[config.mk]
export PLATFORM = sky130hd
export DESIGN_NAME = usbfs_line_rx
export DESIGN_NICKNAME = d
export VERILOG_FILES = /design/src/rtl/usbfs_rx_pkg.sv /design/src/rtl/usbfs_line_class.sv /design/src/rtl/usbfs_byte_asm.sv /design/src/rtl/usbfs_bus_reset_det.sv /design/src/rtl/usbfs_line_rx.sv
export SDC_FILE = /design/constraint.sdc
export NUM_CORES = 1
export LEC_CHECK = 0
export CORE_UTILIZATION = 55
export CTS_CLUSTER_SIZE = 20
export DETAILED_ROUTE_END_ITERATION = 16
export PLACE_DENSITY = 0.75
export SYNTH_ARGS = -nofsm -noshare
export SYNTH_HDL_FRONTEND = slang
export SYNTH_SLANG_ARGS = --single-unit
[constraint.sdc]
create_clock -name clk_i -period 2.57 [get_ports clk_i]
set_clock_uncertainty 0.05 [all_clocks]
set_input_delay 0.514 -clock clk_i [delete_from_list [all_inputs] [get_ports clk_i]]
set_output_delay 0.514 -clock clk_i [all_outputs]
set_load 0.01 [all_outputs]
[src/rtl/usbfs_rx_pkg.sv]
`timescale 1ns/1ps
package usbfs_rx_pkg;
  // encoding equals {dp, dn}
  typedef enum logic [1:0] {
    LS_SE0 = 2'b00,
    LS_K   = 2'b01,
    LS_J   = 2'b10,
    LS_SE1 = 2'b11
  } line_t;

  typedef enum logic [2:0] {
    ST_HUNT,
    ST_DATA,
    ST_PEND,
    ST_EOP1,
    ST_EOP2
  } rx_st_t;
endpackage

[src/rtl/usbfs_line_class.sv]
`timescale 1ns/1ps
module usbfs_line_class
  import usbfs_rx_pkg::*;
(
  input  logic  dp_i,
  input  logic  dn_i,
  output line_t ls_o
);
  always_comb begin
    unique case ({dp_i, dn_i})
      2'b10:   ls_o = LS_J;
      2'b01:   ls_o = LS_K;
      2'b00:   ls_o = LS_SE0;
      default: ls_o = LS_SE1;
    endcase
  end
endmodule

[src/rtl/usbfs_byte_asm.sv]
`timescale 1ns/1ps
module usbfs_byte_asm #(
  parameter int W = 8
) (
  input  logic         clk_i,
  input  logic         rst_ni,
  input  logic         clr_i,
  input  logic         push_i,
  input  logic         bit_i,
  output logic [W-1:0] byte_o,
  output logic         valid_o,
  output logic         aligned_o
);
  localparam int CW = (W > 1) ? $clog2(W) : 1;

  logic [W-1:0]  shreg_q;
  logic [CW-1:0] cnt_q;
  logic [W-1:0]  shreg_d;

  assign shreg_d   = {bit_i, shreg_q[W-1:1]};
  assign aligned_o = (cnt_q == '0);

  always_ff @(posedge clk_i or negedge rst_ni) begin
    if (!rst_ni) begin
      shreg_q <= '0;
      cnt_q   <= '0;
      byte_o  <= '0;
      valid_o <= 1'b0;
    end else begin
      valid_o <= 1'b0;
      if (clr_i) begin
        cnt_q <= '0;
      end else if (push_i) begin
        shreg_q <= shreg_d;
        if (cnt_q == CW'(W - 1)) begin
          byte_o  <= shreg_d;
          valid_o <= 1'b1;
          cnt_q   <= '0;
        end else begin
          cnt_q <= cnt_q + 1'b1;
        end
      end
    end
  end
endmodule

[src/rtl/usbfs_bus_reset_det.sv]
`timescale 1ns/1ps
module usbfs_bus_reset_det #(
  parameter int LIMIT = 120000
) (
  input  logic clk_i,
  input  logic rst_ni,
  input  logic bit_en_i,
  input  logic se0_i,
  output logic reset_o
);
  localparam int CW = $clog2(LIMIT + 1);

  logic [CW-1:0] cnt_q;
  logic [CW-1:0] cnt_inc;

  assign cnt_inc = (cnt_q == CW'(LIMIT)) ? cnt_q : cnt_q + 1'b1;

  always_ff @(posedge clk_i or negedge rst_ni) begin
    if (!rst_ni) begin
      cnt_q   <= '0;
      reset_o <= 1'b0;
    end else if (bit_en_i) begin
      if (se0_i) begin
        cnt_q   <= cnt_inc;
        reset_o <= (cnt_inc >= CW'(LIMIT));
      end else begin
        cnt_q   <= '0;
        reset_o <= 1'b0;
      end
    end
  end
endmodule

[src/rtl/usbfs_line_rx.sv]
`timescale 1ns/1ps
module usbfs_line_rx
  import usbfs_rx_pkg::*;
#(
  parameter int BYTE_W     = 8,
  parameter int SYNC_ZEROS = 6,
  parameter int STUFF_RUN  = 6,
  parameter int RESET_BITS = 120000
) (
  input  logic              clk_i,
  input  logic              rst_ni,
  input  logic              bit_en_i,
  input  logic              dp_i,
  input  logic              dn_i,
  output logic [BYTE_W-1:0] byte_o,
  output logic              byte_valid_o,
  output logic              pkt_start_o,
  output logic              pkt_end_o,
  output logic              err_o,
  output logic              bus_reset_o
);
  localparam int ZW = $clog2(SYNC_ZEROS + 2);
  localparam int OW = $clog2(STUFF_RUN + 1);

  line_t   ls;
  rx_st_t  st_q, st_d;
  line_t   prev_q, prev_d;
  logic [ZW-1:0] zcnt_q, zcnt_d;
  logic [OW-1:0] ones_q, ones_d;
  logic    start_d, end_d, err_d;
  logic    push, clr, same, aligned;

  usbfs_line_class u_class (.dp_i(dp_i), .dn_i(dn_i), .ls_o(ls));

  usbfs_byte_asm #(.W(BYTE_W)) u_asm (
    .clk_i(clk_i), .rst_ni(rst_ni), .clr_i(clr), .push_i(push), .bit_i(same),
    .byte_o(byte_o), .valid_o(byte_valid_o), .aligned_o(aligned)
  );

  usbfs_bus_reset_det #(.LIMIT(RESET_BITS)) u_rst (
    .clk_i(clk_i), .rst_ni(rst_ni), .bit_en_i(bit_en_i),
    .se0_i(ls == LS_SE0), .reset_o(bus_reset_o)
  );

  assign same = (ls == prev_q);

  always_comb begin
    st_d    = st_q;
    prev_d  = prev_q;
    zcnt_d  = zcnt_q;
    ones_d  = ones_q;
    start_d = 1'b0;
    end_d   = 1'b0;
    err_d   = 1'b0;
    push    = 1'b0;
    clr     = 1'b0;
    if (bit_en_i) begin
      // SE0/SE1 leave idle J as the reference level
      prev_d = (ls == LS_J || ls == LS_K) ? ls : LS_J;
      unique case (st_q)
        ST_HUNT: begin
          if (ls == LS_J || ls == LS_K) begin
            if (!same) begin
              if (zcnt_q != ZW'(SYNC_ZEROS + 1)) zcnt_d = zcnt_q + 1'b1;
            end else if (ls == LS_K && zcnt_q >= ZW'(SYNC_ZEROS)) begin
              start_d = 1'b1;
              clr     = 1'b1;
              ones_d  = OW'(1);
              zcnt_d  = '0;
              st_d    = ST_DATA;
            end else begin
              zcnt_d = '0;
            end
          end else begin
            zcnt_d = '0;
            err_d  = (ls == LS_SE1);
          end
        end
        ST_DATA: begin
          if (ls == LS_SE1) begin
            err_d = 1'b1;
            st_d  = ST_HUNT;
          end else if (ls == LS_SE0) begin
            st_d = ST_EOP1;
          end else if (ones_q == OW'(STUFF_RUN)) begin
            if (!same) ones_d = '0;   // stuffed zero, dropped
            else       st_d   = ST_PEND;
          end else begin
            push   = 1'b1;
            ones_d = same ? ones_q + 1'b1 : '0;
          end
        end
        ST_PEND: begin
          // seventh one: only tolerated as skew right before SE0
          if (ls == LS_SE0) st_d = ST_EOP1;
          else begin
            err_d = 1'b1;
            st_d  = ST_HUNT;
          end
        end
        ST_EOP1: begin
          if (ls == LS_SE0) st_d = ST_EOP2;
          else begin
            err_d = 1'b1;
            st_d  = ST_HUNT;
          end
        end
        ST_EOP2: begin
          if (ls == LS_J) begin
            end_d = 1'b1;
            err_d = !aligned;
            st_d  = ST_HUNT;
          end else if (ls != LS_SE0) begin
            err_d = 1'b1;
            st_d  = ST_HUNT;
          end
        end
        default: st_d = ST_HUNT;
      endcase
    end
  end

  always_ff @(posedge clk_i or negedge rst_ni) begin
    if (!rst_ni) begin
      st_q        <= ST_HUNT;
      prev_q      <= LS_J;
      zcnt_q      <= '0;
      ones_q      <= '0;
      pkt_start_o <= 1'b0;
      pkt_end_o   <= 1'b0;
      err_o       <= 1'b0;
    end else begin
      st_q        <= st_d;
      prev_q      <= prev_d;
      zcnt_q      <= zcnt_d;
      ones_q      <= ones_d;
      pkt_start_o <= start_d;
      pkt_end_o   <= end_d;
      err_o       <= err_d;
    end
  end
endmodule

==> results by group, run 1 <==
Die
  – Starting Density: 57.7%
  – Area of the die: 5690 µm²
  – Die span in x: 75.5 µm
  – Core Area: 5140 µm²
  – Core Rows: 26
  – DIE HEIGHT: 75.5 µm
  – Top-level I/O count: 18

Clock tree
  – Root Driver: clkbuf_8
  – Clk sink count: 51
  – Latest clock arrival within the worst-skew pair: 0.30 ns
  – CTS buffer count: 5
  – Hold buffer count at CTS: 0
  – H-tree Lvls: 2
  – Clock transition at path regs: 0.10 ns
  – Bufs on Longest Clock Path: 2
  – CTS tree: built

Yosys
  – Syn Nets: 349
  – Top post-synthesis cells by area: dfrtp_1 42%, nand2_1 7.8%, ha_1 7.2%
  – Synthesized netlist cell count: 327
  – Post-Synthesis Cell Area: 2970 µm²
  – Dominant synthesized flop cell: dfrtp_1
  – EDFF count, synth: 0
  – Top cells by count, synth: 62 x nand2_1, 50 x dfrtp_1, 17 x ha_1, 17 x nor2_1, 16 x nand3_1
  – Ys Warns: 0
  – Distinct cells, synth: 59
  – Sequential share of the synthesized area: 43.0%
  – Cell with the most instances after synthesis: nand2_1
  – Yosys reg bits: 51
  – Synth top area share: 42.2%
  – Most area-hungry cell type in the Yosys netlist: dfrtp_1
  – Post-synth ARST share: 100%
  – Synthesized area per cell: 9.08 µm²

Worst setup path
  – Worst EP required: 2.77 ns
  – Worst R2R End: u_rst.reset_o
  – CP Class: primary input to flop
  – Reg2reg start: u_rst.cnt_q[8]
  – Worst Setup Start Kind: primary input
  – Largest fanout on the critical path: 6
  – Crit. End Element: flop
  – Critical path arrival: 2.65 ns
  – Flop2flop setup slack: 0.33 ns
  – Worst reg2reg path depth: 6

Run
  – Max-Cap Viols: 0

Power and ir drop
  – Net Sw Power: 393 µW
  – VDD IR max: 210 µV
  – Pint: 1.09 mW
  – Pwr Density: 422 nW/µm²
  – Combinational share of power: 11.6%
  – Switching Fraction: 26.5%
  – Clk network pwr share: 32.1%
  – LEAKAGE: 1.60 nW
  – Seq pwr share: 56.3%

Placed design
  – Routability cong.: 0.880
  – Inst Count DP: 428
  – DP Worst Slack: -0.268 ns
  – DP HPWL: 4680 µm
  – Placement Cell Area: 3390 µm²
  – Port buffer count: 17

STA
  – FMAX: 0.408 GHz
  – TNS Setup: 0 ns
  – Final setup margin: 0.119 ns
  – Fin crit share: 95.4%
  – Minimum clock period: 2.45 ns
  – Endpoints failing setup: 0
  – Final Max Slew Viols: 0
  – WHS: 0.129 ns
  – Rel. slew slack: 63.1%
  – Slew @ Worst Pin: 0.553 ns
  – Final hold vios: 0

Cells and area
  – Fillers: 425
  – Final nets: 387
  – Area growth from synthesis to layout: 18.5%
  – Fin area: 3520 µm²
  – N_diodes: 0
  – Post-route insts no fill: 436
  – Layout cells sized above 1: 17.2%

GRT
  – Global Route Usage Sum: 24.2%
  – Largest net degree at the start of global routing: 26
  – Global-route wire length before repair: 10400 µm
  – Vias in the first global route: 2294
  – Antenna violations before repair: 0
  – Remaining Overflow, GRT: 0

Run status
  – Outcome: finished, final reports clean

Route
  – DRT iter0 DRCs: 178
  – Via count: 2523
  – Post-DR wirelength/cell: 14.6 µm
  – DR vias/cell: 5.79
  – DRC violations left: 0
  – Total Wirelength: 6370 µm
  – DRT Pass-1 Iters: 4
  – Antenna viol nets, final: 0

Worst hold path
  – HP Class: primary input to asynchronous set/reset pin
[what timing repair did]
item | in CTS | in global routing
buffers inserted | 0 | 0
resized for setup | 0 | 6
setup endpoints to repair | 0 | 7
[flip-flops by register name, summed over array words and instances, names as in the netlist, 2 cells and up]
register	count
u_asm.shreg_q	7
u_asm.cnt_q	3
u_rst.cnt_q	17
st_q	3
u_asm.byte_o	8
zcnt_q	3
prev_q	2
ones_q	3
[final cells by class]
type / instances / area (µm²) / share of cell area (%)
inverter: 15 / 56.3 / 1.60
clock inverter: 3 / 25.0 / 0.712
tap: 70 / 87.6 / 2.49
sequential: 51 / 1280 / 36.3
clock buffer: 5 / 68.8 / 1.96
timing repair buffer: 50 / 413 / 11.7
multi-input combinational: 242 / 1590 / 45.2
[power groups by stage]
stage	sequential, mW	combinational [mW]	clock, mW
2_1_floorplan	0.847	0.0844	0
3_3_place_gp	0.848	0.162	0
3_5_place_dp	0.849	0.168	0
4_1_cts	0.833	0.169	0.488
5_1_grt	0.837	0.195	0.513
6_report	0.834	0.173	0.476
[layout by cell type (no fill, tap or decap), drive strengths merged, types with 4 or more instances in the layout]
| cell type | count |
|---|---|
| o31ai | 11 |
| a21oi | 5 |
| inv | 15 |
| nand2b | 4 |
| nand2 | 62 |
| clkbuf | 5 |
| ha | 17 |
| o22ai | 5 |
| clkdlybuf4s50 | 16 |
| nand4 | 4 |
| nor2 | 17 |
| mux2 | 10 |
| dfrtp | 50 |
| nand3 | 16 |
| o21ai | 17 |
| nor4 | 5 |
| buf | 34 |
| a22o | 6 |
| nor3 | 9 |
[routing by layer]
metal / track usage (%) / part of all wire (%) / vias to the layer above
li1: - / - / 1241
met1: 34.0 / 47 / 1194
met2: 38.3 / 46 / 81
met3: 4.89 / 5.3 / 7
met4: 6.17 / 0.93 / 0
met5: 0 / 0 / -
[logic make-up after synthesis]
| kind of cell | after synthesis | share of synthesized area [%] |
|---|---|---|
| AOI/OAI and AO/OA | 68 | 16.3 |
| xor gates and xnor gates | 4 | 1.18 |
| buffers and inverters | 34 | 4.64 |
| DFF | 51 | 43.0 |
| adders and majority gates | 17 | 7.17 |
| and+or+nand+nor | 141 | 23.2 |
| muxes | 12 | 4.47 |
[stage by stage]
stage                     utilization (%)  power, mW
after floorplan                         -      0.931
after global placement               65.9       1.01
after detailed placement             65.9       1.02
after CTS                            67.7       1.49
after global routing                 68.4       1.55
final                                68.4       1.48
[worst max-delay path, stage by stage]
cell and delay (ns):
clkdlybuf4s50_1 0.50, buf_4 0.13, ha_1 0.20, nor4bb_4 0.31, a21oi_2 0.08, o22a_1 0.23
buf_4 0.15, a31o_2 0.27, nor3_1 0.16, a21o_1 0.11
[worst max path at each step]
stage	depth (start not counted)	slack, ns	startpoint	endpoint
floorplan	8	0.20	dp_i	ones_q[0]
global placement	9	-0.18	dn_i	ones_q[0]
detailed placement	9	-0.27	dn_i	ones_q[1]
CTS	9	0.07	dn_i	ones_q[1]
global route	9	-0.02	dn_i	st_q[1]
finish	10	0.12	dn_i	zcnt_q[0]
(Power assumes the default switching activity.)
==> run 2: changes to the inputs <==
--- a/config.mk
+++ b/config.mk
@@ -5,10 +5,10 @@
 export SDC_FILE = /design/constraint.sdc
 export NUM_CORES = 1
 export LEC_CHECK = 0
-export CORE_UTILIZATION = 55
+export CORE_UTILIZATION = 64
 export CTS_CLUSTER_SIZE = 20
 export DETAILED_ROUTE_END_ITERATION = 16
-export PLACE_DENSITY = 0.75
+export PLACE_DENSITY = 0.85
 export SYNTH_ARGS = -nofsm -noshare
 export SYNTH_HDL_FRONTEND = slang
 export SYNTH_SLANG_ARGS = --single-unit
==> constraint.sdc (replaced) <==
create_clock -name clk_i -period 3 [get_ports clk_i]
set_clock_uncertainty 0.05 [all_clocks]
set_input_delay 0.6 -clock clk_i [delete_from_list [all_inputs] [get_ports clk_i]]
set_output_delay 0.6 -clock clk_i [all_outputs]
set_load 0.01 [all_outputs]
==> results by group, run 2 (synthesized netlist as in run 1, its figures left out) <==
Run status
  – Outcome: finished, final reports clean

Route
  – Via count: 2436
  – Post-DR wirelength/cell: 15.5 µm
  – DRC violations left: 0
  – DRT iter0 DRCs: 233
  – DR vias/cell: 6.14
  – Total Wirelength: 6170 µm
  – Antenna viol nets, final: 0
  – DRT Pass-1 Iters: 4

STA
  – RSZ-0062 raised after global routing: no
  – WHS: 0.159 ns
  – Rel. slew slack: 66.7%
  – Endpoints failing setup: 0
  – FMAX: 0.365 GHz
  – Final Max Slew Viols: 0
  – Slew @ Worst Pin: 0.498 ns
  – Fin crit share: 91.3%
  – Final setup margin: 0.261 ns
  – Minimum clock period: 2.74 ns
  – Final hold vios: 0

Worst setup path
  – Crit-path slowest cell: clkdlybuf4s50_1
  – Max incr delay on CP: 0.55 ns
  – Worst Setup Start Kind: primary input
  – CP Class: primary input to flop
  – CP top delay family: buffers and inverters
  – Crit. End Element: flop
  – Largest fanout on the critical path: 5
  – Flop2flop setup slack: 0.45 ns
  – CP bufs+invs: 2
  – Critical path arrival: 2.89 ns
  – Worst EP required: 3.16 ns
  – Sequence of cells on the critical path: clkdlybuf4s50_1 -> inv_1 -> ha_1 -> nor4bb_1 -> a21oi_1 -> o22ai_1 -> a31oi_1 -> nor2_1 -> mux2_1

Cells and area
  – Area growth from synthesis to layout: 11.2%
  – Final nets: 366
  – Register Area: 1280 µm²
  – Largest regs: u_rst.cnt_q: 17 flops, u_asm.byte_o: 8 flops, u_asm.shreg_q: 7 flops
  – Most flops, register: u_rst.cnt_q
  – Max reg flops: 17
  – Layout cells sized above 1: 10.7%
  – Commonest non-fill, non-tap cell in the layout: nand2_1
  – N_diodes: 0
  – Fin area: 3300 µm²
  – Area of the multi-input gates: 1550 µm²
  – Most frequent cells in the layout: 62 x nand2_1, 50 x dfrtp_1, 17 x nor2_1, 17 x ha_1
  – Fillers: 314

Placed design
  – Port buffer count: 17
  – DP HPWL: 4550 µm
  – Placement Cell Area: 3210 µm²
  – Routability cong.: 0.839
  – DP Worst Slack: -0.0210 ns

Clock tree
  – Setup bufs post-CTS: 0
  – CTS buffer count: 5
  – CTS tree: built
  – Clock transition at path regs: 0.10 ns
  – Post-cts resize count: 0
  – Hold buffer count at CTS: 0
  – H-tree Lvls: 2
  – Clk sink count: 51
  – Bufs on Longest Clock Path: 2
  – Root Driver: clkbuf_8
  – Latest clock arrival within the worst-skew pair: 0.31 ns

Power and ir drop
  – Pwr Density: 377 nW/µm²
  – Switching Fraction: 26.4%
  – VDD IR max: 219 µV
  – LEAKAGE: 1.49 nW
  – Pint: 916 µW
  – Combinational share of power: 9.8%
  – Net Sw Power: 329 µW
  – Clk network pwr share: 32.7%
  – Seq pwr share: 57.5%
  – Power consumption: 1.25 mW

GRT
  – Largest net degree at the start of global routing: 34
  – Global-route wire length before repair: 10800 µm
  – Vias in the first global route: 2326
  – Global Route Usage Sum: 27.9%
  – Remaining Overflow, GRT: 0
  – Antenna violations before repair: 0

Die
  – Core Rows: 24
  – Core Area: 4410 µm²
  – DIE HEIGHT: 70.1 µm
  – Starting Density: 67.2%
  – Top-level I/O count: 18
  – Die span in x: 70.1 µm
  – Area of the die: 4910 µm²

Run
  – Max-Cap Viols: 0

Worst hold path
  – HP Class: primary input to asynchronous set/reset pin
==> run 2: cell count changes in the layout (fill, tap and decap cells not counted), sizes merged <==
cell,previous run,this run
buf,34,13
==> run 2: final timing paths <==
| kind | startpoint | to | cells past startpoint |
|---|---|---|---|
| max | dn_i | ones_q[0] | 9 |
| min | rst_ni | u_asm.byte_o[4] | 1 |
| max reg2reg | u_rst.cnt_q[0] | u_rst.reset_o | 7 |
| min reg2reg | u_asm.shreg_q[1] | u_asm.shreg_q[1] | 2 |
| max in group asynchronous | rst_ni | u_rst.cnt_q[13] | 2 |
| min in group clk_i | u_asm.shreg_q[1] | u_asm.shreg_q[1] | 2 |
==> run 2: layout make-up <==
class                   instances  area share, %
multi-input cells             242           47.0
flip-flops and latches         51           38.7
repair buffers                 29           7.73
clock buffers                   5           2.08
well taps                      52           1.97
inverters                      15           1.71
clock inverters                 3          0.758
==> run 2: power groups by stage <==
stage / combinational [mW] / clock [mW] / sequential [mW]
after detailed placement: 0.122 / 0 / 0.729
after floorplan: 0.0723 / 0 / 0.726
after global routing: 0.141 / 0.444 / 0.719
after global placement: 0.118 / 0 / 0.728
final: 0.122 / 0.407 / 0.716
after CTS: 0.123 / 0.420 / 0.716
==> run 2: routing by layer <==
metal	routed length, µm	vias up	GRT usage, %
li1	-	1205	-
met1	2920	1168	38.9
met2	2950	55	43.9
met3	207	8	3.32
met4	93	0	12.2
met5	0	-	0
==> run 2: metrics by stage <==
stage	util (%)	std cells	TNS, ns
final	74.8	397	0
after detailed placement	72.6	389	-0.0402
after global placement	72.6	389	0
after global routing	74.8	397	0
after floorplan	-	327	0
after CTS	74.8	397	0
==> run 2: worst register-to-register path, cell delays in order (launching register included) <==
cell and delay (ns):
dfrtp_1 0.48, ha_1 0.32, nand4_1 0.13, or4_1 0.63, o21ai_1 0.18, a22oi_1 0.10
a2111o_1 0.46, o22ai_2 0.12
==> run 3: changes to the inputs <==
--- a/config.mk
+++ b/config.mk
@@ -5,10 +5,11 @@
 export SDC_FILE = /design/constraint.sdc
 export NUM_CORES = 1
 export LEC_CHECK = 0
-export CORE_UTILIZATION = 64
+export ABC_CLOCK_PERIOD_IN_PS = 3000
+export CORE_UTILIZATION = 55
 export CTS_CLUSTER_SIZE = 20
 export DETAILED_ROUTE_END_ITERATION = 16
-export PLACE_DENSITY = 0.85
+export PLACE_DENSITY = 0.75
 export SYNTH_ARGS = -nofsm -noshare
 export SYNTH_HDL_FRONTEND = slang
 export SYNTH_SLANG_ARGS = --single-unit
==> results by group, run 3 (synthesized netlist as in run 1, its figures left out) <==
GRT
  – Largest net degree at the start of global routing: 27
  – Antenna violations before repair: 0
  – Global Route Usage Sum: 23.6%
  – Remaining Overflow, GRT: 0
  – Global-route wire length before repair: 10100 µm
  – Vias in the first global route: 2180

Route
  – DRT iter0 DRCs: 203
  – DRT Pass-1 Iters: 6
  – Via count: 2500
  – DRC violations left: 0
  – Post-DR wirelength/cell: 14.8 µm
  – Antenna viol nets, final: 0
  – Total Wirelength: 6160 µm
  – DR vias/cell: 6.01

Clock tree
  – Post-cts resize count: 0
  – Latest clock arrival within the worst-skew pair: 0.31 ns
  – H-tree Lvls: 2
  – Root Driver: clkbuf_8
  – Setup bufs post-CTS: 0
  – Bufs on Longest Clock Path: 2
  – Clock transition at path regs: 0.10 ns
  – CTS buffer count: 5
  – Hold buffer count at CTS: 0
  – CTS tree: built
  – Clk sink count: 51

Worst hold path
  – HP Class: primary input to asynchronous set/reset pin

Cells and area
  – Post-route insts no fill: 416
  – Commonest non-fill, non-tap cell in the layout: nand2_1
  – Most frequent cells in the layout: 62 x nand2_1, 50 x dfrtp_1, 17 x nor2_1, 17 x ha_1
  – Area growth from synthesis to layout: 13.0%
  – Fin area: 3350 µm²
  – Most flops, register: u_rst.cnt_q
  – Final nets: 367
  – Max reg flops: 17
  – Layout cells sized above 1: 11.0%
  – Largest regs: u_rst.cnt_q: 17 flops, u_asm.byte_o: 8 flops, u_asm.shreg_q: 7 flops
  – N_diodes: 0

Die
  – Top-level I/O count: 18
  – Core Rows: 26
  – Die span in x: 75.5 µm
  – DIE HEIGHT: 75.5 µm
  – Core Area: 5140 µm²
  – Area of the die: 5690 µm²
  – Starting Density: 57.7%

STA
  – FMAX: 0.374 GHz
  – Final hold vios: 0
  – Final Max Slew Viols: 0
  – Endpoints failing setup: 0
  – Slew @ Worst Pin: 0.547 ns
  – TNS Setup: 0 ns
  – Rel. slew slack: 63.4%
  – RSZ-0062 raised after global routing: no
  – Fin crit share: 89.2%
  – WHS: 0.0997 ns
  – Minimum clock period: 2.68 ns

Run status
  – Outcome: finished, final reports clean

Power and ir drop
  – Pwr Density: 399 nW/µm²
  – LEAKAGE: 1.51 nW
  – VDD IR max: 197 µV

Worst setup path
  – Largest fanout on the critical path: 5
  – Crit. End Element: flop
  – Critical path arrival: 2.82 ns
  – CP Class: primary input to flop
  – Worst Setup Start Kind: primary input
  – Worst EP required: 3.14 ns

Placed design
  – Routability cong.: 0.862
  – Placement Cell Area: 3240 µm²
  – Inst Count DP: 408
  – DP HPWL: 4490 µm
  – Port buffer count: 17

Run
  – Max-Cap Viols: 0
-- run 3: cell types whose count changed in the layout (fill, tap and decap cells not counted), sizes merged --
cell and change:
buf +1, bufinv +1, clkbuf +1, clkinv -1, clkinvlp -1
-- run 3: layout make-up --
type	instances	area [µm²]
timing repair buffer	30	263
clock inverter	2	35.0
multi-input combinational	242	1550
sequential	51	1280
tap	70	87.6
inverter	15	56.3
clock buffer	6	82.6
fill	446	1790
-- run 3: critical path, cell delays in order --
cell	delay, ns
clkdlybuf4s50_1	0.55
inv_1	0.11
ha_1	0.25
nor4bb_1	0.27
a21oi_1	0.10
o22ai_1	0.21
a31oi_1	0.14
nor2_1	0.25
mux2_1	0.35
-- run 3: per-layer routing --
metal | wire length (µm) | global-route usage, % | share of wire (%)
met2 | 2810 | 35.7 | 46
met4 | 125 | 8.64 | 2.0
met3 | 317 | 4.89 | 5.1
met1 | 2910 | 33.4 | 47
met5 | 0 | 0 | 0
-- run 3: final timing paths --
check	from	to	slack, ns	cells past startpoint
max in group asynchronous	rst_ni	prev_q[1]	2.13	2
worst min register to register	u_asm.shreg_q[1]	u_asm.shreg_q[1]	0.43	2
worst max-delay path	dn_i	ones_q[1]	0.32	9
worst min-delay path	rst_ni	u_asm.byte_o[1]	0.1	1
min in group clk_i	u_asm.shreg_q[1]	u_asm.shreg_q[1]	0.43	2
worst max register to register	u_rst.cnt_q[0]	u_rst.reset_o	0.47	7
-- run 3: where the power goes --
part           leakage, nW  total [mW]  internal [mW]  switching (mW)
Combinational        0.761       0.125         0.0495          0.0752
Clock               0.0612       0.498          0.270           0.228
Sequential           0.690       0.716          0.701          0.0151
-- run 3: stage by stage --
stage | setup WS (ns) | power, mW | util (%)
after floorplan | 0.547 | 0.798 | -
after global placement | 0.108 | 0.849 | 63.0
after detailed placement | 0.00288 | 0.855 | 63.0
after CTS | 0.339 | 1.35 | 65.3
after global routing | 0.0638 | 1.40 | 65.3
final | 0.325 | 1.34 | 65.3
